--- config.mk ---
export PLATFORM = sky130hd
export DESIGN_NAME = pd_class_tracker
export DESIGN_NICKNAME = d
export VERILOG_FILES = /design/src/rtl/pd_trk_pkg.sv /design/src/rtl/pd_win_sampler.sv /design/src/rtl/pd_seq_tracker.sv /design/src/rtl/pd_out_drive.sv /design/src/rtl/pd_class_tracker.sv
export SDC_FILE = /design/constraint.sdc
export NUM_CORES = 1
export LEC_CHECK = 0
export BUFFER_PORTS_ARGS = -buffer_cell sky130_fd_sc_hd__buf_2
export CAP_MARGIN = 20
export CORE_AREA = 2 2 39 41
export DETAILED_ROUTE_END_ITERATION = 12
export DIE_AREA = 0 0 41 43
export PLACE_DENSITY = 0.63
export SYNTH_ARGS = -nofsm -noshare
export SYNTH_HDL_FRONTEND = slang
export SYNTH_HIERARCHICAL = 1
export SYNTH_SLANG_ARGS = --single-unit
--- constraint.sdc ---
create_clock -name clk -period 2.48 [get_ports clk]
set_clock_uncertainty 0.05 [all_clocks]
set_input_delay 0.124 -clock clk [delete_from_list [all_inputs] [get_ports clk]]
set_output_delay 0.124 -clock clk [all_outputs]
set_load 0.02 [all_outputs]
--- src/rtl/pd_trk_pkg.sv ---
package pd_trk_pkg;
  localparam int WIN_W   = 3;
  localparam int WIN_MAX = 5;

  typedef enum logic [WIN_W-1:0] {
    WIN_BELOW  = 3'd0,
    WIN_DETECT = 3'd1,
    WIN_MARK   = 3'd2,
    WIN_CLASS  = 3'd3,
    WIN_ABOVE  = 3'd4,
    WIN_OPER   = 3'd5
  } win_e;

  typedef enum logic [2:0] {
    TRK_IDLE,
    TRK_CLS1,
    TRK_MARK1,
    TRK_CLS2,
    TRK_HIPWR,
    TRK_BROKEN
  } trk_e;

  function automatic logic code_legal(input logic [WIN_W-1:0] c);
    return (int'(c) <= WIN_MAX);
  endfunction
endpackage

--- src/rtl/pd_win_sampler.sv ---
module pd_win_sampler
  import pd_trk_pkg::*;
(
  input  logic             clk,
  input  logic             rst,
  input  logic [WIN_W-1:0] code_in,
  output win_e             win_q,
  output win_e             win_nxt
);
  // illegal codes keep the previous window
  always_comb begin
    if (code_legal(code_in)) win_nxt = win_e'(code_in);
    else                     win_nxt = win_q;
  end

  always_ff @(posedge clk) begin
    if (rst) win_q <= WIN_BELOW;
    else     win_q <= win_nxt;
  end
endmodule

--- src/rtl/pd_seq_tracker.sv ---
module pd_seq_tracker
  import pd_trk_pkg::*;
(
  input  logic clk,
  input  logic rst,
  input  win_e win_q,
  input  win_e win_nxt,
  output logic hp_lat,
  output logic spoil_lat
);
  trk_e st, st_nxt;
  logic spoil_nxt;

  always_comb begin
    st_nxt    = st;
    spoil_nxt = spoil_lat;
    if (win_nxt != win_q) begin
      if (win_nxt == WIN_BELOW) begin
        st_nxt    = TRK_IDLE;
        spoil_nxt = 1'b0;
      end else begin
        if (win_q == WIN_CLASS && win_nxt == WIN_MARK) spoil_nxt = 1'b1;
        case (st)
          TRK_IDLE: begin
            if (win_nxt == WIN_CLASS) st_nxt = TRK_CLS1;
            else if (win_nxt == WIN_ABOVE || win_nxt == WIN_OPER) st_nxt = TRK_BROKEN;
          end
          TRK_CLS1:  st_nxt = (win_nxt == WIN_MARK)  ? TRK_MARK1 : TRK_BROKEN;
          TRK_MARK1: st_nxt = (win_nxt == WIN_CLASS) ? TRK_CLS2  : TRK_BROKEN;
          TRK_CLS2:  st_nxt = (win_nxt == WIN_ABOVE) ? TRK_HIPWR : TRK_BROKEN;
          default:   st_nxt = st;
        endcase
      end
    end
  end

  always_ff @(posedge clk) begin
    if (rst) begin
      st        <= TRK_IDLE;
      spoil_lat <= 1'b0;
    end else begin
      st        <= st_nxt;
      spoil_lat <= spoil_nxt;
    end
  end

  assign hp_lat = (st == TRK_HIPWR);
endmodule

--- src/rtl/pd_out_drive.sv ---
module pd_out_drive
  import pd_trk_pkg::*;
(
  input  logic rst,
  input  win_e win_q,
  input  logic hp_lat,
  input  logic spoil_lat,
  input  logic aux_in,
  input  logic den_dis,
  input  logic otsd,
  input  logic inrush,
  output logic det_en,
  output logic det_spoil,
  output logic cls_en,
  output logic hp_n
);
  logic in_low_win;
  logic hp_src;

  assign in_low_win = (win_q == WIN_DETECT) || (win_q == WIN_MARK);
  assign hp_src     = (hp_lat || aux_in) && !inrush && !otsd;

  always_comb begin
    det_en    = !rst && (win_q == WIN_DETECT) && !spoil_lat;
    det_spoil = !rst && in_low_win && spoil_lat;
    cls_en    = !rst && (win_q == WIN_CLASS) && !aux_in && !den_dis && !otsd;
    hp_n      = rst || !hp_src;
  end
endmodule

--- src/rtl/pd_class_tracker.sv ---
module pd_class_tracker
  import pd_trk_pkg::*;
(
  input  logic             clk,
  input  logic             rst,
  input  logic [WIN_W-1:0] win_code,
  input  logic             aux_in,
  input  logic             den_dis,
  input  logic             otsd,
  input  logic             inrush,
  output logic             det_en,
  output logic             det_spoil,
  output logic             cls_en,
  output logic             hp_n
);
  win_e win_q, win_nxt;
  logic hp_lat, spoil_lat;

  pd_win_sampler u_smp (
    .clk(clk), .rst(rst), .code_in(win_code),
    .win_q(win_q), .win_nxt(win_nxt)
  );

  pd_seq_tracker u_trk (
    .clk(clk), .rst(rst), .win_q(win_q), .win_nxt(win_nxt),
    .hp_lat(hp_lat), .spoil_lat(spoil_lat)
  );

  pd_out_drive u_out (
    .rst(rst), .win_q(win_q), .hp_lat(hp_lat), .spoil_lat(spoil_lat),
    .aux_in(aux_in), .den_dis(den_dis), .otsd(otsd), .inrush(inrush),
    .det_en(det_en), .det_spoil(det_spoil), .cls_en(cls_en), .hp_n(hp_n)
  );
endmodule

==> qor.yml <==
worst_setup_path:
  cp_top_family: "compound AO/OA/AOI/OAI gates"
  critPathLaunchType: "flop"
  slowest_delay_ns: 0.44
  critPathBufInv: 1
  crit_required_ns: 2.62
  crit_fanout: 8
  arrival_ns: 2.05
  reg2reg_slack_ns: 0.57
  critPathCaptureType: "flop"
  path_cells: "inv_1, a21oi_1, and2b_1, or3b_1, a211oi_2"
  cp_slowest_cell: "dfxtp_1"
  crit_type: "flop to flop"
finish:
  final_cell_area_um2: 621.8
  area_growth_pct: 19.47
  drive_above_1_share_pct: 22.50
  seqCellArea_um2: 140.1
  multi_input_area_um2: 360.3
  diodes: 0
  nFillCells: 145
  fin_nets: 90
route:
  drc: 0
  dr.pass1.iters: 4
  viasPerCell: 5.406
  vias: 519
  wl_per_cell_um: 12.31
  drt-total-wl_um: 1182
  drt_iter0_markers: 9
  detail-route-antenna-nets: 0
global_route:
  gr-total-overflow: 0
  grt.total_usage_pct: 15.91
  grt_pass1_wl_um: 1807
  grt_pass1_vias: 441
  antenna_found_initial: 0
  grt_max_degree: 10
timing:
  slew_violations: 0
  rsz0062_at_grt: "false"
  slew_headroom_pct: 62.41
  fin_crit_ns: 1.906
  worst_pin_slew_ns: 0.5639
  finalCritPeriodShare_pct: 76.86
  hold_slack_ns: 0.05849
  hold_viol_final: 0
  fmax_mhz: 524.6
  fin_setup_tns_ns: 0
  setup_viol: 0
cts:
  cts_num_sinks: 7
  cts_tree: "yes"
  cts_buffers: 3
  postCtsSetupBuffers: 0
  clk_latency_ns: 0.26
  cts_buffer_depth: 2
  cts-resized-gates: 0
  htree_num_levels: 1
  clockRootBuffer: "clkbuf_4"
  hold_buffers: 0
  path_clk_slew_ns: 0.06
synth:
  syn-num-nets: 74
  synth-seq-area-share_pct: 26.92
  synth_largest_type_area_fraction_pct: 26.92
  synthCells: 65
  syn-cell-area_um2: 520.5
  synth_top_area_cell: "dfxtp_1"
  yosysUniqueCellTypes: 32
  yosysWarnings: 6
  syn_area_per_cell_um2: 8.008
  ys_ff_latch: 7
  synth.area.top_cells: "dfxtp_1 27%, a21oi_1 5.8%, xnor2_1 5.0%, mux2i_1 3.8%, and3_1 3.6%"
floorplanning:
  dieArea_um2: 1763
  coreArea_um2: 1384
  io_pins: 13
  die_w_um: 41
  start_util_pct: 37.61
  rows: 14
  die_h_um: 43
pwr:
  irDropWorstVdd_uv: 236.4
  p_leak_nw: 0.2601
  powerDensity_nw_per_um2: 536.8
outcome:
  status: "completed"
hold_path:
  min_path_type: "primary input to flop"
placement:
  placed_area_um2: 595.6
  dpl.hpwl_um: 863.4
  routabilityCongestion: 0.7607
  port_buffers: 12
job:
  drv_cap: 0
[final timing paths]
path,from,endpoint,cells after the start
setup / recovery,u_smp/win_q[1],u_trk/st[1],5
hold / removal,win_code[1],u_smp/win_q[2],2
setup reg to reg,u_smp/win_q[1],u_trk/st[1],5
hold reg to reg,u_trk/spoil_lat,u_trk/spoil_lat,2
[Yosys cell counts]
cell,count
dfxtp_1,7
a21oi_1,6
nor2_1,5
inv_1,4
and3_1,3
nand3_1,3
o21ai_0,3
xnor2_1,3
a211oi_1,2
and2b_1,2
mux2i_1,2
nand2b_1,2
nor2b_1,2
nor3_1,2
nor3b_1,2
a211o_1,1
a211oi_2,1
a21bo_1,1
a21oi_2,1
a31oi_1,1
a41oi_1,1
and2_0,1
and2_1,1
and4b_1,1
buf_2,1
nand2_1,1
nand3b_1,1
nor4b_2,1
o31a_1,1
or3_1,1
or3b_1,1
xor2_1,1
[report_power, final]
part           switching (mW)  total, mW  internal, mW
registers              0.0133      0.135         0.122
clock network          0.0499      0.112        0.0619
logic                  0.0455     0.0870        0.0414
total                   0.109      0.334         0.225
[state kept, by name, indices dropped and copies added (netlist names)]
name and count:
u_trk/st 3, u_smp/win_q 3, u_trk/spoil_lat 1
[metrics by stage]
step / power, mW / util [%] / setup WS (ns) / std cells
2_1_floorplan: 0.1988 / - / 0.8839 / 65
3_3_place_gp: 0.2224 / 43.04 / 0.6236 / 92
3_5_place_dp: 0.2232 / 43.04 / 0.5909 / 92
4_1_cts: 0.3377 / 44.94 / 0.5511 / 96
5_1_grt: 0.3561 / 44.94 / 0.3618 / 96
6_report: 0.3338 / 44.94 / 0.5739 / 96
[worst reg2reg max path: cells and delay by family, from the launching register on]
| family | cells | cell delay [ns] |
|---|---|---|
| and+or+nand+nor | 2 | 0.61 |
| DFF | 1 | 0.44 |
| buffers and inverters | 1 | 0.09 |
| AOI/OAI and AO/OA | 2 | 0.65 |
[routing by layer]
layer  global-route usage [%]  vias up  share of wire [%]
met5                        0        -                  0
met4                    14.00        0                3.7
met3                    4.712        5                4.9
met2                    23.13       18                 46
met1                    17.53      231                 45
li1                         -      265                  -
[final cells by class]
class | instances | area share (%)
Multi-Input combinational cell | 53 | 57.95
Sequential cell | 7 | 22.54
Timing Repair Buffer | 12 | 9.658
Clock buffer | 4 | 4.225
Tap cell | 16 | 3.219
Inverter | 4 | 2.414
[cell families after synthesis]
kind of cell / share of synthesized area [%]
compound gates: 23.80
xor+xnor: 6.732
buf+inv: 3.844
flops: 26.92
mux: 3.846
simple gates: 34.86
[placed cells by master, fill, tap and decap left out, types with 3 or more instances in the layout]
cell type   n
a21oi_1     6
and3_1      3
buf_2      12
clkbuf_4    3
dfxtp_1     7
inv_1       4
nand3_1     3
nor2_1      5
o21ai_0     3
xnor2_1     3
Power figures use the tool's default switching activity.
